**src/rtl/i2cee_pkg.sv**
```systemverilog
package i2cee_pkg;

  // Widest memory image the seed function can build.
  localparam int IMG_MAX = 16384;

  // Per-sample strobes from the control to the datapath.
  typedef struct packed {
    logic capture;    // a sample is being taken
    logic clearCmd;   // start seen: clear the device byte
    logic shiftCmd;   // accept a device byte bit
    logic shiftAddr;  // accept an address bit, shift data
    logic fetch;      // last address bit: load data from memory
    logic ackLow;     // acknowledge slot: drive the line low
  } eeStrobe_t;

  // Default memory image: byte a holds 37*a + 11, truncated.
  function automatic logic [IMG_MAX-1:0] seedImage(input int addrBits, input int dataBits);
    logic [IMG_MAX-1:0] img;
    int val;
    img = '0;
    for (int a = 0; a < (1 << addrBits); a++) begin
      val = a * 37 + 11;
      for (int b = 0; b < dataBits; b++) begin
        if (a * dataBits + b < IMG_MAX) img[a * dataBits + b] = val[b];
      end
    end
    return img;
  endfunction

endpackage

```
**src/rtl/i2cee_ctrl.sv**
```systemverilog
module i2cee_ctrl
  import i2cee_pkg::*;
#(
  parameter int CMD_W  = 8,
  parameter int ADDR_W = 8
) (
  input  logic       clk,
  input  logic       rstN,
  input  logic       wrStb,
  input  logic       sclIn,
  input  logic       sdaIn,
  input  logic       sdaLast,
  output eeStrobe_t  stb
);

  localparam int CMD_END  = CMD_W + 1;
  localparam int ADDR_END = CMD_W + ADDR_W + 1;
  localparam int TICK_W   = $clog2(ADDR_END + 1);
  localparam logic [TICK_W-1:0] TK_ONE       = TICK_W'(1);
  localparam logic [TICK_W-1:0] TK_CMD_END   = TICK_W'(CMD_END);
  localparam logic [TICK_W-1:0] TK_CMD_LAST  = TICK_W'(CMD_END - 1);
  localparam logic [TICK_W-1:0] TK_ADDR_END  = TICK_W'(ADDR_END);
  localparam logic [TICK_W-1:0] TK_ADDR_LAST = TICK_W'(ADDR_END - 1);

  logic [TICK_W-1:0] tick;
  logic ackPend;
  logic sclLast;

  logic busCond, startCond, idle, sclRise, ackSlot, bitValid;
  logic cmdBit, addrBit, cmdDone, addrDone;

  always_comb begin
    busCond   = wrStb && sclLast && sclIn && (sdaLast != sdaIn);
    startCond = busCond && !sdaIn;
    idle      = (tick == '0) && !ackPend;
    sclRise   = wrStb && !busCond && !idle && !sclLast && sclIn;
    ackSlot   = sclRise && ackPend;
    bitValid  = sclRise && !ackPend && (sdaLast == sdaIn);
    cmdBit    = bitValid && (tick < TK_CMD_END);
    addrBit   = bitValid && (tick >= TK_CMD_END) && (tick < TK_ADDR_END);
    cmdDone   = cmdBit && (tick == TK_CMD_LAST);
    addrDone  = addrBit && (tick == TK_ADDR_LAST);
  end

  always_comb begin
    stb.capture   = wrStb;
    stb.clearCmd  = startCond;
    stb.shiftCmd  = cmdBit;
    stb.shiftAddr = addrBit;
    stb.fetch     = addrDone;
    stb.ackLow    = ackSlot;
  end

  always_ff @(posedge clk) begin
    if (!rstN) begin
      tick    <= '0;
      ackPend <= 1'b0;
      sclLast <= 1'b1;
    end else begin
      if (wrStb) sclLast <= sclIn;
      if (startCond)    tick <= TK_ONE;
      else if (cmdBit)  tick <= tick + TK_ONE;
      else if (addrBit) tick <= addrDone ? '0 : tick + TK_ONE;
      if (ackSlot)                    ackPend <= 1'b0;
      else if (cmdDone || addrDone)   ackPend <= 1'b1;
    end
  end

  AST_START_RESTART: assert property (@(posedge clk) disable iff (!rstN) startCond |=> (tick == TK_ONE));
  AST_IDLE_QUIET: assert property (@(posedge clk) disable iff (!rstN) (idle && !startCond) |=> ((tick == '0) && !ackPend));
  AST_ACK_ONE_SLOT: assert property (@(posedge clk) disable iff (!rstN) ackSlot |=> !ackPend);
  AST_FETCH_RETURNS: assert property (@(posedge clk) disable iff (!rstN) addrDone |=> (ackPend && (tick == '0)));
  AST_TICK_BOUND: assert property (@(posedge clk) disable iff (!rstN) tick < TK_ADDR_END);
  AST_PEND_KEEP: assert property (@(posedge clk) disable iff (!rstN) (ackPend && startCond) |=> ackPend);

endmodule

```
**src/rtl/i2cee_dpath.sv**
```systemverilog
module i2cee_dpath
  import i2cee_pkg::*;
#(
  parameter int CMD_W  = 8,
  parameter int ADDR_W = 8,
  parameter int DATA_W = 8,
  parameter logic [DATA_W*(2**ADDR_W)-1:0] MEM_IMAGE = '0
) (
  input  logic      clk,
  input  logic      rstN,
  input  eeStrobe_t stb,
  input  logic      sdaIn,
  output logic      sdaOut
);

  logic [CMD_W-1:0]  cmdReg;
  logic [ADDR_W-1:0] addrReg;
  logic [DATA_W-1:0] dataReg;
  logic              sdaReg;

  logic [ADDR_W-1:0] addrNext;
  logic [DATA_W-1:0] romByte;

  always_comb begin
    addrNext = {addrReg[ADDR_W-2:0], sdaIn};
    romByte  = MEM_IMAGE[int'(addrNext) * DATA_W +: DATA_W];
  end

  always_ff @(posedge clk) begin
    if (!rstN) begin
      cmdReg  <= '0;
      addrReg <= '0;
      dataReg <= '0;
      sdaReg  <= 1'b1;
    end else if (stb.capture) begin
      if (stb.clearCmd)      cmdReg <= '0;
      else if (stb.shiftCmd) cmdReg <= {cmdReg[CMD_W-2:0], sdaIn};
      if (stb.shiftAddr) begin
        addrReg <= addrNext;
        dataReg <= stb.fetch ? romByte : {dataReg[DATA_W-2:0], 1'b0};
      end
      if (stb.ackLow)                       sdaReg <= 1'b0;
      else if (stb.shiftAddr && cmdReg[0])  sdaReg <= dataReg[DATA_W-1];
      else                                  sdaReg <= sdaIn;
    end
  end

  assign sdaOut = sdaReg;

  AST_ACK_DRIVES_LOW: assert property (@(posedge clk) disable iff (!rstN) stb.ackLow |=> !sdaOut);
  AST_QUIET_HOLD: assert property (@(posedge clk) disable iff (!rstN) !stb.capture |=> $stable(sdaOut));
  AST_READ_MSB_ZERO: assert property (@(posedge clk) disable iff (!rstN) (stb.shiftAddr && cmdReg[0] && !dataReg[DATA_W-1]) |=> !sdaOut);
  AST_READ_MSB_ONE: assert property (@(posedge clk) disable iff (!rstN) (stb.shiftAddr && cmdReg[0] && dataReg[DATA_W-1]) |=> sdaOut);

endmodule

```
**src/rtl/i2cee_slave.sv**
```systemverilog
module i2cee_slave
  import i2cee_pkg::*;
#(
  parameter int CMD_W  = 8,
  parameter int ADDR_W = 8,
  parameter int DATA_W = 8,
  parameter logic [DATA_W*(2**ADDR_W)-1:0] MEM_IMAGE =
    (DATA_W*(2**ADDR_W))'(seedImage(ADDR_W, DATA_W))
) (
  input  logic clk,
  input  logic rstN,
  input  logic wrStb,
  input  logic sclIn,
  input  logic sdaIn,
  output logic sdaOut
);

  eeStrobe_t stb;

  i2cee_ctrl #(.CMD_W(CMD_W), .ADDR_W(ADDR_W)) uCtrl (
    .clk     (clk),
    .rstN    (rstN),
    .wrStb   (wrStb),
    .sclIn   (sclIn),
    .sdaIn   (sdaIn),
    .sdaLast (sdaOut),
    .stb     (stb)
  );

  i2cee_dpath #(.CMD_W(CMD_W), .ADDR_W(ADDR_W), .DATA_W(DATA_W), .MEM_IMAGE(MEM_IMAGE)) uDpath (
    .clk    (clk),
    .rstN   (rstN),
    .stb    (stb),
    .sdaIn  (sdaIn),
    .sdaOut (sdaOut)
  );

endmodule

```
**config.mk**
```make
export PLATFORM = sky130hd
export DESIGN_NAME = i2cee_slave
export DESIGN_NICKNAME = d
export VERILOG_FILES = /design/src/rtl/i2cee_pkg.sv /design/src/rtl/i2cee_ctrl.sv /design/src/rtl/i2cee_dpath.sv /design/src/rtl/i2cee_slave.sv
export SDC_FILE = /design/constraint.sdc
export NUM_CORES = 1
export LEC_CHECK = 0
export CAP_MARGIN = 20
export CORE_MARGIN = 3
export CORE_UTILIZATION = 55
export CTS_CLUSTER_SIZE = 30
export DETAILED_ROUTE_END_ITERATION = 8
export DONT_BUFFER_PORTS = 1
export HOLD_SLACK_MARGIN = 0.02
export PLACE_DENSITY_LB_ADDON = 0.08
export SKIP_LAST_GASP = 1
export SLEW_MARGIN = 10
export SYNTH_ARGS = -nofsm -noshare
export SYNTH_HDL_FRONTEND = slang
export SYNTH_SLANG_ARGS = --single-unit
```
**constraint.sdc**
```tcl
create_clock -name clk -period 5.8 [get_ports clk]
set_input_delay 1.45 -clock clk [delete_from_list [all_inputs] [get_ports clk]]
set_output_delay 1.45 -clock clk [all_outputs]
set_load 0.005 [all_outputs]
```
; ---- Word-level counts from Yosys, hierarchy flattened
; Cells that the tools add are included.
[op_classes]
eq_ne = 4
n_reduce_logical = 32
bitwise = 1
n_shift = 1
add_sub_neg = 1
n_mux = 9
n_lt_le_gt_ge = 3
[op_table]
columns = op, count
row1 = "indexed part select 2048 x 12 -> 8 bit, first input constant", 1
row2 = logical AND 1 bit, 18
row3 = 2-to-1 mux 5 bit, 3
row4 = 2-to-1 mux 8 bit, 1
row5 = "adder 5 x 1 -> 5 bit, second input constant", 1
row6 = "equality test 5 x 4 -> 1 bit, second input constant", 1
row7 = "equality test 5 bit, second input constant", 1
row8 = ">= comparator 5 x 4 -> 1 bit, second input constant", 1
row9 = logical NOT 1 bit, 5
row10 = logical NOT 5 bit, 1
row11 = "< comparator 5 x 4 -> 1 bit, second input constant", 1
row12 = "< comparator 5 bit, second input constant", 1
row13 = 2-to-1 mux 1 bit, 5
row14 = AND reduction 2 bit, 2
row15 = nonzero test 2 bit, 2
row16 = OR reduction 2 bit, 2
row17 = nonzero test 3 bit, 1
row18 = equality test 1 bit, 1
row19 = logical OR 1 bit, 1
row20 = inequality test 1 bit, 1
row21 = NOT 1 bit, 1
[totals]
output_inout_bits = 1
regBits = 24
in_bits = 5
word_cells = 59

; ---- Longest topological paths before layout
; Gate-level depths: netlist of the first run.
[depth]
ltp_word = 17
ltp_mapped = 10
depth_no_buf = 8

; ---- Cells and area by module
; A second synthesis of the first run with hierarchy kept.
[unflattened]
hier_cells = 307
hier_area_um2 = 2260.9
[by_module_without_submodules]
columns = module, area_per_inst_um2, n_inst, cells_each, seq_area_each_um2
row1 = i2cee_dpath, 1734.2, 1, 241, 340.3
row2 = i2cee_ctrl, 526.8, 1, 66, 140.1

; ---- Worst setup path before layout of the first run
; No wires, ideal clock.
[synth_timing]
kind = input -> register
from = input port sdaIn
to = register uDpath.dataReg[7]
stages = 7
path_slack_ps = 2766
arrival_ps = 2947
cell_sequence = inv_1 ha_1 mux2_2 mux4_2 a21oi_1 a31oi_1 o31ai_1
[synth_via]
elab_chain_cells = 13
[synth_lines]
columns = item, line
row1 = start: declaration, i2cee_slave.sv:14  ; input logic sdaIn,
row2 = "parallel branches: the longest is 13 deep, another holds indexed part select 2048 x 12 -> 8 bit", -
row3 = end signal: assignment, i2cee_dpath.sv:40  ; dataReg <= stb.fetch ? romByte : {dataReg[DATA_W-2:0], 1'b0};
row4 = end: declaration, i2cee_dpath.sv:18  ; logic [DATA_W-1:0] dataReg;
; Parallel ways; which one is timed is not known.
; A chain may end at the register's enable or synchronous reset.

; ---- Worst setup path in the final report of the first run
[layout_timing]
from = register uDpath.addrReg[0]
to = register uDpath.dataReg[6]
[layout_via]
elab_chain_cells = 2
[layout_lines]
columns = item, line
row1 = start: declaration, i2cee_dpath.sv:17  ; logic [ADDR_W-1:0] addrReg;
row2 = start signal: assignment, i2cee_dpath.sv:39  ; addrReg <= addrNext;
row3 = indexed part select 2048 x 12 -> 8 bit, i2cee_dpath.sv:26  ; romByte = MEM_IMAGE[int'(addrNext) * DATA_W +: DATA_W];
row4 = 2-to-1 mux 8 bit, i2cee_dpath.sv:40
; No other way between the ends.

==> impl_metrics.ini, run 1 <==
[floorplan]
io_pins = 6
core_area_um2 = 3800
row_count = 22
fp.dieH_um = 69.7
dieArea_um2 = 4860
die_x_um = 69.7
start_util_pct = 58.8

[layout]
drive_gt1_share_pct = 8.36
syn_to_final_growth_pct = 0.897
fin_util_pct = 59.3
nets = 292
layout_commonest_cell = nand2_1
antenna_cells = 0
final_cell_mix = nand2_1, dfxtp_1, nor2_1, a21oi_1, o21ai_0

[timing]
finalCritPeriodShare_pct = 52.0
slew_viol_final = 0
setup_tns_ns = 0
fin_crit_ns = 3.02
worst_pin_slew_ns = 0.929
skew_ns = 0.00637
rsz0062_at_grt = no
finalHoldViolCount = 0
slew_headroom_pct = 38.0
fmax_mhz = 332
finalSetupViolCount = 0

[detailed_routing]
drtIter0Drc = 181
drc = 0
via_per_inst = 6.38
first_pass_iters = 4
routed_wl_mm = 5.32
ant_nets = 0
wl_per_cell_um = 16.5
vias = 2061

[worst_setup_path]
start_kind = register
cp_data_arrival_time_ns = 3.19
timing.rr.end = uDpath.dataReg[6]
path_class = reg2reg
cp-end-kind = register
critPathMaxFanout = 24
crit_required_ns = 5.97
r2r_cells = 8
reg2reg_from = uDpath.addrReg[0]
r2r_setup_slack_ns = 2.78

[logic_synthesis]
synth_area_um2 = 2230
ys_ff_latch = 24
syn_nets = 308
synthFlopType = dfxtp_1
ys_warn_count = 0
seq_area_frac_synth_pct = 21.5
ys_types = 61
avgSynthCellArea_um2 = 7.64
syn_inst = 292
async_reset_ff_share_pct = 0
synth-edff-count = 0

[grt]
grt_max_degree = 47
grt_overflow = 0
antenna_found_initial = 0
grt_pass1_vias = 1883
grt_usage_pct = 22.7
grt_pass1_wl_mm = 9.18

[clock_tree]
cts_tree = built
numCtsBuffers = 3
clockBufferDepth = 2
cts.sinks = 24
clkTransAtPathRegs_ns = 0.09
cts_hold_buf = 0
ctsResizeCount = 0
cts-root-buf = clkbuf_8
postCtsSetupBuffers = 0
clk_latency_ns = 0.27
htreeDepth = 1

[pwr]
swShare_pct = 20.5
internal_power_mw = 0.269
peakVddDrop_mv = 0.110
seq_power_share_pct = 49.7
leakage_nw = 0.719
p_comb_share_pct = 7.1
p_per_area_nw_per_um2 = 150
clkPwrFrac_pct = 43.3
p_switching_mw = 0.0692

[min_path]
hold_path_end = uDpath.dataReg[5]
min_path_cells = 2
min_path_type = reg2reg
worstHoldStart = uDpath.dataReg[5]

[run]
drv_cap = 0

[outcome]
outcome = complete, no violations

[placed_design]
dp_hpwl_mm = 3.74
numPortBuffers = 0
gp_congestion = 0.912
cells in the mapped netlist, drive strengths merged, types with 6 or more instances:
| library cell | n | area share [%] |
|---|---|---|
| inv | 10 | 1.7 |
| nor3 | 7 | 2.0 |
| a21boi | 8 | 2.7 |
| ha | 11 | 6.2 |
| a21oi | 18 | 4.7 |
| o21ai | 17 | 3.8 |
| dfxtp | 24 | 22 |
| nand3 | 10 | 2.2 |
| nor2 | 19 | 3.5 |
| a211oi | 9 | 3.5 |
| buf | 14 | 4.1 |
| mux2i | 6 | 2.7 |
| nor2b | 11 | 3.1 |
| nand2b | 8 | 2.2 |
| nand2 | 39 | 6.7 |
| clkbuf | 9 | 1.5 |
| o211ai | 8 | 2.7 |
cells by family after synthesis:
kind of cell    Yosys count  synth area share [%]
compound gates           94                  30.3
flops                    24                  21.5
buf+inv                  34                  7.51
simple gates            110                  25.0
fa+ha+maj                11                  6.17
mux                      12                  6.73
xor+xnor                  7                  2.75
critical path, stage by stage, from the launching register on:
cell and delay [ns]:
dfxtp_1 0.94, inv_1 0.31, ha_1 0.58, nand2_1 0.18, o21ai_0 0.18, a21oi_1 0.12, o2111ai_1 0.30, o2111ai_2 0.16
o211a_1 0.15
routing by layer:
layer	global-route usage [%]	part of all wire (%)
met1	34.6	48
met5	0	0
met3	3.77	6.1
met2	33.4	45
met4	4.47	1.1
power groups by stage:
stage                     clock [mW]  combinational, mW  sequential, mW
after floorplan                    0             0.0206           0.171
after global placement             0             0.0234           0.172
after detailed placement           0             0.0236           0.172
after CTS                      0.150             0.0237           0.168
after global routing           0.157             0.0275           0.168
final                          0.146             0.0239           0.168
cell type report:
class,count,area [um^2]
Multi-Input combinational cell,234,1580
Fill cell,357,1550
Sequential cell,24,480
Tap cell,48,60.1
Clock buffer,3,41.3
Inverter,11,41.3
Clock inverter,1,30.0
Timing Repair Buffer,2,15.0
per-stage QoR:
stage          total power, mW  hold slack [ns]  setup WS [ns]  cells  instance area [um^2]
2_1_floorplan            0.192            0.437           2.77    292                  2230
3_3_place_gp             0.195            0.444           2.49    319                  2180
3_5_place_dp             0.195            0.458           2.53    319                  2180
4_1_cts                  0.342            0.470           2.81    323                  2250
5_1_grt                  0.353            0.505           2.58    323                  2250
6_report                 0.338            0.474           2.78    323                  2250
sequential cells by signal, indices dropped and copies added (netlist names):
register and count:
uCtrl.ackPend 1, uCtrl.sclLast 1, uCtrl.tick 5, uDpath.addrReg 7
uDpath.cmdReg 1, uDpath.dataReg 8, uDpath.sdaOut 1
worst max-delay path by stage:
stage | start | depth (start not counted) | end
2_1_floorplan | sdaIn | 7 | uDpath.dataReg[7]
3_3_place_gp | sdaIn | 7 | uDpath.dataReg[7]
3_5_place_dp | sdaIn | 7 | uDpath.dataReg[7]
4_1_cts | sdaIn | 7 | uDpath.dataReg[7]
5_1_grt | sdaIn | 7 | uDpath.dataReg[7]
6_report | uDpath.addrReg[0] | 8 | uDpath.dataReg[6]
Power figures use the tool's default switching activity.
==> inputs of run 2 (changes only) <==
--- a/config.mk
+++ b/config.mk
@@ -5,6 +5,7 @@
 export SDC_FILE = /design/constraint.sdc
 export NUM_CORES = 1
 export LEC_CHECK = 0
+export ABC_AREA = 1
 export CAP_MARGIN = 20
 export CORE_MARGIN = 3
 export CORE_UTILIZATION = 55
==> constraint.sdc (replaced) <==
create_clock -name clk -period 3 [get_ports clk]
set_input_delay 0.75 -clock clk [delete_from_list [all_inputs] [get_ports clk]]
set_output_delay 0.75 -clock clk [all_outputs]
set_load 0.005 [all_outputs]
==> impl_metrics.ini, run 2 <==
[outcome]
outcome = complete, no violations

[logic_synthesis]
synth_top_area_share_pct = 23.1
synth_top_cell_by_area = dfxtp_1
avgSynthCellArea_um2 = 6.25
seq_area_frac_synth_pct = 23.1
synthFlopType = dfxtp_1
ys_warn_count = 0
synth-edff-count = 0
syn_nets = 349
synth_commonest_cells = nand2_1, nand3_1, inv_1
async_reset_ff_share_pct = 0
synth.most_common_cell = nand2_1
ys_types = 29
synth_area_um2 = 2080
yosys-top-cells-area = dfxtp_1, nand3_1, nand2_1
syn_inst = 333
ys_ff_latch = 24

[timing]
skew_ns = 0.00313
finalSetupViolCount = 0
fin_crit_ns = 2.16
slew_viol_final = 0
fmax_mhz = 464
finalCritPeriodShare_pct = 71.9
fin_hold_ws_ns = 0.472
slew_headroom_pct = 54.2
setup_tns_ns = 0
worst_pin_slew_ns = 0.687
finalHoldViolCount = 0
rsz0062_at_grt = no

[detailed_routing]
ant_nets = 0
drtIter0Drc = 223
vias = 2106
via_per_inst = 5.69
routed_wl_mm = 5.01
drc = 0
first_pass_iters = 5
wl_per_cell_um = 13.5

[worst_setup_path]
start_kind = register
crit_required_ns = 3.21
critPathMaxFanout = 24
worst_path_max_delay_cell = dfxtp_1
cp-end-kind = register
cpPeakStageDelay_ns = 0.45
path_class = reg2reg
cp_data_arrival_time_ns = 2.36
crit_family = simple AND/OR/NAND/NOR gates
crit_chain = inv_1 -> ha_1 -> nand2_4 -> nor2_4 -> nand3_4 -> nand3_4 -> nor2_4 -> nand2_4 -> nor2_8 -> inv_4 -> a21oi_1 -> nand2_1 -> a21oi_1
crit_buf_inv = 2

[pwr]
clkPwrFrac_pct = 37.4
p_per_area_nw_per_um2 = 280
p_comb_share_pct = 8.0
leakage_nw = 0.985
p_total_mw = 0.594
p_switching_mw = 0.139
peakVddDrop_mv = 0.182
swShare_pct = 23.4
internal_power_mw = 0.455
seq_power_share_pct = 54.6

[clock_tree]
numCtsBuffers = 3
clkTransAtPathRegs_ns = 0.08
cts-root-buf = clkbuf_8
clk_latency_ns = 0.27
cts_hold_buf = 0
cts.sinks = 24
clockBufferDepth = 2
postCtsSetupBuffers = 0
cts_tree = built
ctsResizeCount = 0
htreeDepth = 1

[grt]
grt_overflow = 0
grt_pass1_vias = 1787
grt_usage_pct = 24.4
antenna_found_initial = 0
grt_max_degree = 27
grt_pass1_wl_mm = 8.55

[placed_design]
numPortBuffers = 0
place_inst = 366
dp_hpwl_mm = 3.64
gp_congestion = 0.909

[layout]
largest_reg_flops = 8
final_cell_mix = nand2_1, nand3_1, inv_1, a21oi_1, dfxtp_1
nets = 341
syn_to_final_growth_pct = 1.92
regMostFlops = uDpath.dataReg
antenna_cells = 0
layout_commonest_cell = nand2_1
reg.largest.list = uDpath.dataReg (8), uDpath.addrReg (7), uCtrl.tick (5)
layout.cells.non_filler = 370
drive_gt1_share_pct = 6.17

[min_path]
min_path_type = reg2reg

[floorplan]
row_count = 21
die_x_um = 67.5
io_pins = 6
start_util_pct = 59.6
fp.dieH_um = 67.5
core_area_um2 = 3490
dieArea_um2 = 4560

[run]
drv_cap = 0
run 2: path summary, 6_finish.rpt:
path,slack [ns],startpoint,depth (start not counted),end
max,0.84,uCtrl.tick[0],13,uDpath.dataReg[7]
min reg2reg,0.47,uDpath.dataReg[6],2,uDpath.dataReg[6]
max reg2reg,0.84,uCtrl.tick[0],13,uDpath.dataReg[7]
min,0.47,uDpath.dataReg[6],2,uDpath.dataReg[6]
run 2: power by group through the flow:
stage	clock [mW]	sequential [mW]	combinational, mW
finish	0.222	0.324	0.0473
global route	0.240	0.325	0.0540
CTS	0.229	0.324	0.0466
detailed placement	0	0.332	0.0464
global placement	0	0.332	0.0464
floorplan	0	0.331	0.0393
run 2: cells by family after synthesis:
family	Yosys count	share of synthesized area, %
AND/OR/NAND/NOR	183	42.1
AO/OA/AOI/OAI	59	16.1
buffers and inverters	55	11.7
flip-flops	24	23.1
adder cells (fa/ha/maj)	11	6.61
XOR/XNOR	1	0.421
run 2: worst register-to-register path, stage by stage (launching register included):
cell and delay, ns:
dfxtp_1 0.45, inv_1 0.13, ha_1 0.26, nand2_4 0.09, nor2_4 0.04, nand3_4 0.07, nand3_4 0.07, nor2_4 0.16
nand2_4 0.11, nor2_8 0.29, inv_4 0.10, a21oi_1 0.15, nand2_1 0.07, a21oi_1 0.12
run 2: area by class of cell:
cell class / instances / area (um^2)
inverter: 40 / 155
sequential: 24 / 480
fill: 349 / 1370
multi-input combinational: 254 / 1360
tap: 46 / 57.6
clock buffer: 4 / 55.1
timing repair buffer: 2 / 15.0
run 2: metrics by stage:
stage / area, um^2 / util, % / setup WS, ns
floorplan: 2080 / - / 0.946
global placement: 2070 / 59.1 / 0.669
detailed placement: 2070 / 59.1 / 0.673
CTS: 2120 / 60.7 / 0.847
global route: 2120 / 60.7 / 0.615
finish: 2120 / 60.7 / 0.843
run 2: metal layers:
metal	share of wire, %	vias up	track usage, %	wire (um)
li1	-	1095	-	-
met1	49	918	35.8	2450
met2	43	82	36.8	2140
met3	6.5	11	3.83	324
met4	1.9	0	6.33	93
met5	0	-	0	0
==> inputs of run 3 (changes only) <==
--- a/config.mk
+++ b/config.mk
@@ -5,7 +5,7 @@
 export SDC_FILE = /design/constraint.sdc
 export NUM_CORES = 1
 export LEC_CHECK = 0
-export ABC_AREA = 1
+export ABC_AREA = 0
 export CAP_MARGIN = 20
 export CORE_MARGIN = 3
 export CORE_UTILIZATION = 55
==> constraint.sdc (replaced) <==
create_clock -name clk -period 2.02 [get_ports clk]
set_input_delay 0.505 -clock clk [delete_from_list [all_inputs] [get_ports clk]]
set_output_delay 0.505 -clock clk [all_outputs]
set_load 0.005 [all_outputs]
==> impl_metrics.ini, run 3 (same netlist as run 1, synthesis figures left out) <==
[min_path]
min_path_type = in2reg
worstHoldStart = rstN
min_path_cells = 1
hold_path_end = uCtrl.sclLast

[placed_design]
dp_hpwl_mm = 4.65
numPortBuffers = 0
dp_slack_ns = -0.0998
gp_congestion = 0.998
place_inst = 361
postPlaceCellArea_um2 = 2540

[worst_setup_path]
r2r_setup_slack_ns = 0.04
cpPeakStageDelay_ns = 0.50
timing.rr.end = uDpath.dataReg[5]
crit_required_ns = 2.23
path_class = reg2reg
crit_chain = buf_4 -> ha_1 -> buf_4 -> o22ai_1 -> or4_1 -> o211ai_1 -> o221ai_1 -> a21oi_1
worst_path_max_delay_cell = or4_1
crit_buf_inv = 2
cp_data_arrival_time_ns = 2.19
start_kind = register
cp-end-kind = register
crit_path_frequent_cell = buf_4
crit_family = simple AND/OR/NAND/NOR gates
critPathMaxFanout = 12
r2r_cells = 8
reg2reg_from = uDpath.addrReg[0]

[layout]
layout_commonest_cell = buf_4
drive_gt1_share_pct = 23.3
fillers = 334
antenna_cells = 0
layout.cells.non_filler = 365
final_cell_mix = buf_4, nand2_1, dfxtp_1, nor2_1
nets = 334
fin_util_pct = 70.3
fin_area_um2 = 2670
largest_reg_flops = 8
syn_to_final_growth_pct = 19.7
reg.largest.list = uDpath.dataReg (8), uDpath.addrReg (7), uCtrl.tick (5)
regMostFlops = uDpath.dataReg

[timing]
worst_pin_slew_ns = 0.567
fin_crit_ns = 1.98
slew_headroom_pct = 61.2
rsz0062_at_grt = yes
fin_ws_ns = 0.0402
finalHoldViolCount = 0
fmax_mhz = 505
slew_viol_final = 0
finalSetupViolCount = 0
finalCritPeriodShare_pct = 98.0
skew_ns = 0.00950

[detailed_routing]
drc = 0
vias = 2295
wl_per_cell_um = 17.0
ant_nets = 0
via_per_inst = 6.29
drtIter0Drc = 235
routed_wl_mm = 6.20
first_pass_iters = 5

[pwr]
leakage_nw = 0.957
p_per_area_nw_per_um2 = 381
peakVddDrop_mv = 0.458

[floorplan]
io_pins = 6
core_area_um2 = 3800
fp.dieH_um = 69.7
dieArea_um2 = 4860
start_util_pct = 58.8
row_count = 22
die_x_um = 69.7

[grt]
antenna_found_initial = 0
grt_max_degree = 25
grt_pass1_wl_mm = 10.1
grt_usage_pct = 25.6
grt_pass1_vias = 2091
grt_overflow = 0

[outcome]
outcome = complete, no violations

[clock_tree]
cts_tree = built
cts_hold_buf = 0
cts-root-buf = clkbuf_8
clockBufferDepth = 2
numCtsBuffers = 3
clkTransAtPathRegs_ns = 0.08
cts.sinks = 24
clk_latency_ns = 0.28
htreeDepth = 1

[run]
drv_cap = 0
run 3: changes by cell type in the layout (fill, tap and decap cells not counted), moves of 5 or more:
| cell | before | now |
|---|---|---|
| nand3_1 | 67 | 10 |
| nand2_1 | 80 | 38 |
| buf_4 | 2 | 39 |
| inv_1 | 36 | 9 |
| a21oi_1 | 28 | 16 |
| nor2b_1 | 0 | 10 |
| nand2b_1 | 0 | 8 |
| a211oi_1 | 0 | 7 |
| a21boi_0 | 0 | 6 |
| mux2i_1 | 0 | 5 |
run 3: how the worst max path moves through the flow:
stage,startpoint,end,cells past startpoint
6_report,uDpath.addrReg[0],uDpath.dataReg[5],8
5_1_grt,uDpath.addrReg[0],uDpath.dataReg[7],9
4_1_cts,uDpath.addrReg[0],uDpath.dataReg[6],9
3_5_place_dp,sdaIn,uDpath.dataReg[7],7
3_3_place_gp,sdaIn,uDpath.dataReg[7],6
2_1_floorplan,sdaIn,uDpath.dataReg[7],8
run 3: routing by layer:
layer / GRT usage, % / share of wire (%)
met1: 35.6 / 46
met2: 40.3 / 48
met3: 3.77 / 4.5
met4: 8.94 / 2.5
met5: 0 / 0
run 3: power breakdown:
part / internal (mW) / switching (mW)
clock: 0.266 / 0.171
sequential: 0.475 / 0.00406
combinational: 0.0536 / 0.0486
total: 0.794 / 0.224
run 3: stage by stage:
step | setup TNS (ns) | hold slack (ns) | power, mW
detailed placement | -0.302 | 0.451 | 0.585
CTS | -0.00667 | 0.295 | 1.01
global route | -0.161 | 0.305 | 1.05
finish | 0 | 0.302 | 1.02
floorplan | -0.0561 | 0.437 | 0.551
global placement | -0.0509 | 0.445 | 0.584
run 3: cell type report:
| type | count | area [um^2] | area share, % |
|---|---|---|---|
| Sequential cell | 24 | 484 | 18.1 |
| Clock buffer | 3 | 41.3 | 1.55 |
| Multi-Input combinational cell | 234 | 1640 | 61.4 |
| Tap cell | 48 | 60.1 | 2.25 |
| Clock inverter | 1 | 30.0 | 1.12 |
| Timing Repair Buffer | 44 | 375 | 14.1 |
| Inverter | 11 | 41.3 | 1.55 |
run 3: timing repair:
action | in CTS | in global routing
setup buffers | 0 | 0
endpoints found under the hold margin | 0 | 0
resized for setup | 1 | 14
endpoints found under the setup margin | 2 | 10
pin swaps | 0 | 7
